--- src/rtl/uart_cts_tx.sv ---
module uart_cts_tx #(
  parameter int DATA_W = 8,
  parameter int DIV_W  = 16,
  parameter int SYNC_W = 2
) (
  input  logic              clk,
  input  logic              rst_n,
  input  logic              cfg_cts_en,
  input  logic              cfg_mp_en,
  input  logic              cfg_two_stop,
  input  logic [DIV_W-1:0]  cfg_div,
  input  logic              cts_n,
  input  logic              in_valid,
  input  logic [DATA_W-1:0] in_data,
  input  logic              in_mp,
  output logic              in_ready,
  output logic              txd,
  output logic              busy,
  output logic              done
);
  localparam int FRAME_W = DATA_W + 4;
  localparam int CNT_W   = $clog2(FRAME_W);

  logic [SYNC_W-1:0]  cts_pipe;
  logic               cts_sync;
  logic               pend, active;
  logic [DATA_W-1:0]  hold_data;
  logic               hold_mp;
  logic [FRAME_W-1:0] sh;
  logic [CNT_W-1:0]   left;
  logic [DIV_W-1:0]   cnt, div_q;
  logic [DIV_W-1:0]   div_eff;
  logic               cts_ok, last_tick, take, launch;

  assign cts_sync  = cts_pipe[SYNC_W-1];
  assign cts_ok    = !cfg_cts_en || !cts_sync;
  assign div_eff   = (cfg_div == '0) ? DIV_W'(1) : cfg_div;
  assign last_tick = active && (cnt == '0) && (left == '0);
  assign in_ready  = !pend && (!active || last_tick);
  assign take      = in_valid && in_ready;
  assign launch    = !active && pend && cts_ok;
  assign txd       = active ? sh[0] : 1'b1;
  assign busy      = active || pend;

  always_ff @(posedge clk or negedge rst_n)
    if (!rst_n) cts_pipe <= '1;
    else        cts_pipe <= {cts_pipe[SYNC_W-2:0], cts_n};

  always_ff @(posedge clk or negedge rst_n)
    if (!rst_n) begin
      pend      <= 1'b0;
      hold_data <= '0;
      hold_mp   <= 1'b0;
    end else if (take) begin
      pend      <= 1'b1;
      hold_data <= in_data;
      hold_mp   <= in_mp;
    end else if (launch) begin
      pend      <= 1'b0;
    end

  always_ff @(posedge clk or negedge rst_n)
    if (!rst_n) begin
      active <= 1'b0;
      sh     <= '1;
      left   <= '0;
      cnt    <= '0;
      div_q  <= DIV_W'(1);
      done   <= 1'b0;
    end else begin
      done <= last_tick;
      if (launch) begin
        active <= 1'b1;
        sh     <= {2'b11, cfg_mp_en ? hold_mp : 1'b1, hold_data, 1'b0};
        left   <= CNT_W'(DATA_W + 1) + CNT_W'(cfg_mp_en) + CNT_W'(cfg_two_stop);
        div_q  <= div_eff;
        cnt    <= div_eff - DIV_W'(1);
      end else if (active) begin
        if (cnt != '0) begin
          cnt <= cnt - DIV_W'(1);
        end else if (left == '0) begin
          active <= 1'b0;
        end else begin
          sh   <= {1'b1, sh[FRAME_W-1:1]};
          left <= left - CNT_W'(1);
          cnt  <= div_q - DIV_W'(1);
        end
      end
    end
endmodule

--- config.mk ---
export PLATFORM = sky130hd
export DESIGN_NAME = uart_cts_tx
export DESIGN_NICKNAME = d
export VERILOG_FILES = /design/src/rtl/uart_cts_tx.sv
export SDC_FILE = /design/constraint.sdc
export NUM_CORES = 1
export LEC_CHECK = 0
export BUFFER_PORTS_ARGS = -buffer_cell sky130_fd_sc_hd__buf_2
export CORE_MARGIN = 5
export CORE_UTILIZATION = 63
export CTS_CLUSTER_DIAMETER = 60
export DETAILED_ROUTE_END_ITERATION = 8
export PLACE_DENSITY = 0.85
export SYNTH_ARGS = -nofsm -noshare
export SYNTH_HDL_FRONTEND = slang
export SYNTH_SLANG_ARGS = --single-unit
--- constraint.sdc ---
create_clock -name clk -period 6.4 [get_ports clk]
set_clock_uncertainty 0.1 [all_clocks]
set_input_delay 0.64 -clock clk [delete_from_list [all_inputs] [get_ports clk]]
set_output_delay 0.64 -clock clk [all_outputs]
set_load 0.02 [all_outputs]
**Word level (Yosys, flattened, before mapping)**

Cells that the tools add are included.

- Add/subtract/negate cells: 6
- Equal/unequal tests: 3
- Mux-type cells: 21
- Reduce and logical (&&, ||, !) cells: 21

Operators by type and width:

| cell | count |
|---|---|
| 16-bit 2-to-1 mux | 5 |
| 12-bit 2-to-1 mux | 4 |
| 16-bit by 1-bit subtractor with 16-bit output (second input constant) | 3 |
| 16-bit logical NOT | 2 |
| 4-bit 2-to-1 mux | 4 |
| 16-bit nonzero test | 1 |
| 1-bit 2-to-1 mux | 8 |
| 1-bit logical AND | 6 |
| 4-bit by 1-bit adder with 4-bit output | 1 |
| 4-bit by 1-bit adder with 4-bit output (first input constant) | 1 |
| 1-bit logical NOT | 4 |
| 4-bit logical NOT | 1 |
| 2-bit != test (second input constant) | 2 |
| 2-bit nonzero test | 2 |
| 4-bit by 1-bit subtractor with 4-bit output (second input constant) | 1 |
| 1-bit logical OR | 3 |
| 3-bit != test (second input constant) | 1 |
| 3-bit AND reduction | 1 |
| 2-bit AND reduction | 1 |

- Register bits after elaboration: 62
- Input bits: 32

**Depth between registers and ports, before layout**

- Depth in word-level cells: 7
- Gate-level depth with buffers: 15
- Mapped depth without buffers: 12

**Worst setup path before layout**

OpenSTA, ideal clock, no wires.

- Path type: in2reg
- Start: input cfg_cts_en
- End: register cnt[10]
- Arrival time: 2.983 ns
- Data required time: 6.233 ns
- Path slack: 3.250 ns
- Stages: 14
- Path buffers: 4
- Path through: nand2_1 > and2_1 > buf_4 > buf_2 > buf_2 > clkbuf_1 > o21a_1 > ha_1 > inv_1 > a211oi_2 > o2111ai_2 > nor4_2 > o21a_1 > o221a_1

- Longest elaborated chain between the ends: 5
- Elaborated cells on any way between the ends: 7
- Classes of those cells: 1 x eq/ne; 1 x mux; 5 x reduce/logical

RTL lines:

| element | line | source |
|---|---|---|
| start: declaration | 8 | `input logic cfg_cts_en,` |
| 1-bit logical NOT * | 36 | `assign cts_ok = !cfg_cts_en \|\| !cts_sync;` |
| 1-bit logical OR * | 36 |  |
| 1-bit logical AND * | 41 | `assign launch = !active && pend && cts_ok;` |
| 3-bit != test (no line) / 2-bit nonzero test (equally long branches) | -- |  |
| 2-bit AND reduction (no line) | -- |  |
| end signal: assignment | 77 | `cnt <= div_eff - DIV_W'(1);` |
| end signal: assignment | 80 | `cnt <= cnt - DIV_W'(1);` |
| end signal: assignment | 86 | `cnt <= div_q - DIV_W'(1);` |
| end: declaration | 31 | `logic [DIV_W-1:0] cnt, div_q;` |

Mark *: on every way between the ends. The rest lies on a longest branch, timed or not.
A chain may end at the register's enable or synchronous reset.

**Final worst setup path**

- Start: register active
- End: register cnt[10]

- Longest elaborated chain between the ends: 5
- Elaborated cells on any way between the ends: 7
- Classes of those cells: 1 x eq/ne; 1 x mux; 5 x reduce/logical

RTL lines:

| element | line | source |
|---|---|---|
| start: declaration | 26 | `logic pend, active;` |
| start signal: assignment | 64 | `active <= 1'b0;` |
| start signal: assignment | 73 | `active <= 1'b1;` |
| start signal: assignment | 82 | `active <= 1'b0;` |
| 1-bit logical NOT | 41 |  |
| 1-bit logical AND (2 in series) | 41 |  |
| 3-bit != test (no line) / 2-bit nonzero test (equally long branches) | -- |  |
| 2-bit AND reduction (no line) | -- |  |

Parallel ways exist; a longest one is shown, timed or not.

==> reports/qor.yml <==
p_leak_nw: 1.61
path_class: "reg -> reg"
core_area_um2: 5070
async_reset_ff_frac: 1.00
yosysSeqAreaShare: 0.465
drive_gt1_frac: 0.230
hold_viol: 0
antenna_found_initial: 0
post-route-period-util: 0.529
avgSynthCellArea_um2: 9.24
max_freq_mhz: 295
rsz0062_at_grt: "false"
layout_commonest_cell: "nand2_1"
ys_types: 59
synth_top_area_frac: 0.361
layout_common_cells: "nand2_1 (77), dfrtp_1 (47), buf_2 (35)"
drt_iter0_markers: 228
max_stage_delay_ns: 0.87
synth_edf_count: 0
yosysTopAreaCell: "dfrtp_1"
grt-ovfl-total: 0
yosys_warnings: 0
initial_utilization: 0.643
antenna_left: 0
critPathMaxFanout: 61
cts.sinks: 60
max_cap_viol_count: 0
die_area_um2: 6720
firstDrtPassIters: 5
yosys-top-cells-area: "dfrtp_1 (36%), dfstp_2 (10%), nand2_1 (8.9%), mux2i_1 (3.7%), o21ai_0 (3.5%)"
power.internal_w: 0.00103
area_growth_pct: 12.5
setup-tns-final_ns: 0
place_ws_ns: 2.91
synth_fp_nets: 388
cts_buffer_depth: 2
port_buffers: 35
crit_required_ns: 6.58
vias: 2807
cts_buffers: 9
cts_resized: 0
grt_pass1_wl_um: 12400
synth-seq-cells: 60
placed_area_um2: 3470
path_cells: "nor2b_2 -> and2_2 -> o21a_1 -> ha_1 -> inv_1 -> a211oi_2 -> o2111ai_2 -> nor4_2 -> o21a_1 -> o221a_1"
worst_pin_slew_ns: 1.00
status: "finished, final reports clean"
n_antenna_cell: 0
switching_share: 0.384
holdCritPathClass: "reg -> reg"
routedWlPerCell_um: 16.5
setup_viol: 0
die_h_um: 82.0
htree_num_levels: 3
min_period_ns: 3.39
fp.dieW_um: 82.0
startpoint_type: "flip-flop"
nets: 421
slowest_stage: "and2_2"
p_sw_w: 0.000641
io_pins: 36
p_comb_frac: 0.363
slew_headroom: 0.332
max-vdd-ir-drop_uv: 257
fp-row-count: 26
cts_tree: "done"
netlist_area_um2: 3260
viasPerCell: 6.09
gp_congestion: 0.930
powerDensity_nw_per_um2: 455
root_buffer: "clkbuf_8"
dp_hpwl_um: 5160
grt_usage: 0.249
arrival_ns: 3.56
postCtsHoldBufs: 0
utilization: 0.723
synth_cells: 353
drcViolationCount: 0
yosys_most_used_dff: "dfrtp_1"
crit_path_end_kind: "flip-flop"
clk_pin_slew_worst_paths_ns: 0.07
routed_wl_um: 7620
clockPowerShare: 0.206
maxSlewViolCount: 0
clk_latency_ns: 0.34
cts_setup_buffers: 0
crit_top_cell: "o21a_1"
layout_setup_ws_ns: 3.01
finalInstanceArea_um2: 3670
power_frac_seq: 0.430
grt_max_degree: 62
grt_pass1_vias: 2617
-- final timing paths --
| check | start | endpoint | slack [ns] | cells after the start |
|---|---|---|---|---|
| max | active | cnt[10] | 3.01 | 10 |
| min | cts_pipe[0] | cts_pipe[1] | 0.26 | 0 |
| max reg2reg | active | cnt[10] | 3.01 | 10 |
| min reg2reg | cts_pipe[0] | cts_pipe[1] | 0.26 | 0 |
| max in group asynchronous | rst_n | cnt[6] | 5.35 | 2 |
| min in group asynchronous | rst_n | div_q[13] | 0.34 | 2 |
-- per-layer routing --
metal	global-route usage	vias up	share of wire	routed length [um]
met2	0.377	138	0.47	3540
met3	0.0515	35	0.072	551
li1	-	1325	-	-
met5	0	-	0	0
met1	0.336	1309	0.42	3220
met4	0.130	0	0.039	297
-- stage by stage --
stage / instances / hold slack (ns) / power [W]
after floorplan: 353 / 0.244 / 0.00115
final: 461 / 0.257 / 0.00167
after global placement: 445 / 0.250 / 0.00128
after global routing: 461 / 0.270 / 0.00178
after CTS: 461 / 0.263 / 0.00166
after detailed placement: 445 / 0.249 / 0.00131
-- power groups by stage --
stage	Clock [W]	Combinational, W	Sequential [W]
global placement	0	0.000570	0.000708
detailed placement	0	0.000596	0.000718
global route	0.000369	0.000676	0.000736
floorplan	0	0.000477	0.000674
finish	0.000344	0.000607	0.000719
CTS	0.000349	0.000602	0.000713
-- kinds of logic after synthesis --
family | share of synthesized area
muxes | 0.0679
buffers and inverters | 0.0353
adders and majority gates | 0.0115
xor gates and xnor gates | 0.0349
AOI/OAI and AO/OA | 0.185
and+or+nand+nor | 0.201
DFF | 0.465
-- flip-flops by register name, summed over array words and instances, names as in the netlist --
register	flops
div_q	16
active	1
sh	10
cts_pipe	2
done	1
hold_mp	1
cnt	16
pend	1
left	4
hold_data	8
-- area by class of cell --
class                           instances  area, um2
Tap cell                               70       87.6
Clock inverter                          2       35.0
Fill cell                             382       1410
Multi-Input combinational cell        267       1630
Sequential cell                        60       1520
Inverter                               10       37.5
Timing Repair Buffer                   38        198
Clock buffer                           14        163
-- worst max-delay path: cells and delay by family (launching register included) --
kind | cells | cell delay [ns]
flip-flops | 1 | 0.45
buffers and inverters | 1 | 0.06
adder cells (fa/ha/maj) | 1 | 0.19
AND/OR/NAND/NOR | 3 | 1.50
AO/OA/AOI/OAI | 5 | 1.02
-- cell usage after synthesis, drive strengths merged (2+ instances only) --
library cell   n
a21oi         13
a31oi          5
o21ai         31
dfstp         13
nor2          28
a211oi         4
nand4          2
o2111ai        2
o21a           4
mux2i         12
o31a           3
mux2           9
o31ai          2
inv           10
or2            2
nand2         77
xnor2         11
xor2           2
a311o          4
o221a          2
o211ai         3
clkbuf         7
dfrtp         47
a22oi          3
nand3          4
buf            9
a311oi         2
and3           3
nor4           8
nor3           9
ha             3
or3            2
o22ai          2
nand2b         3
Power figures use the tool's default switching activity.
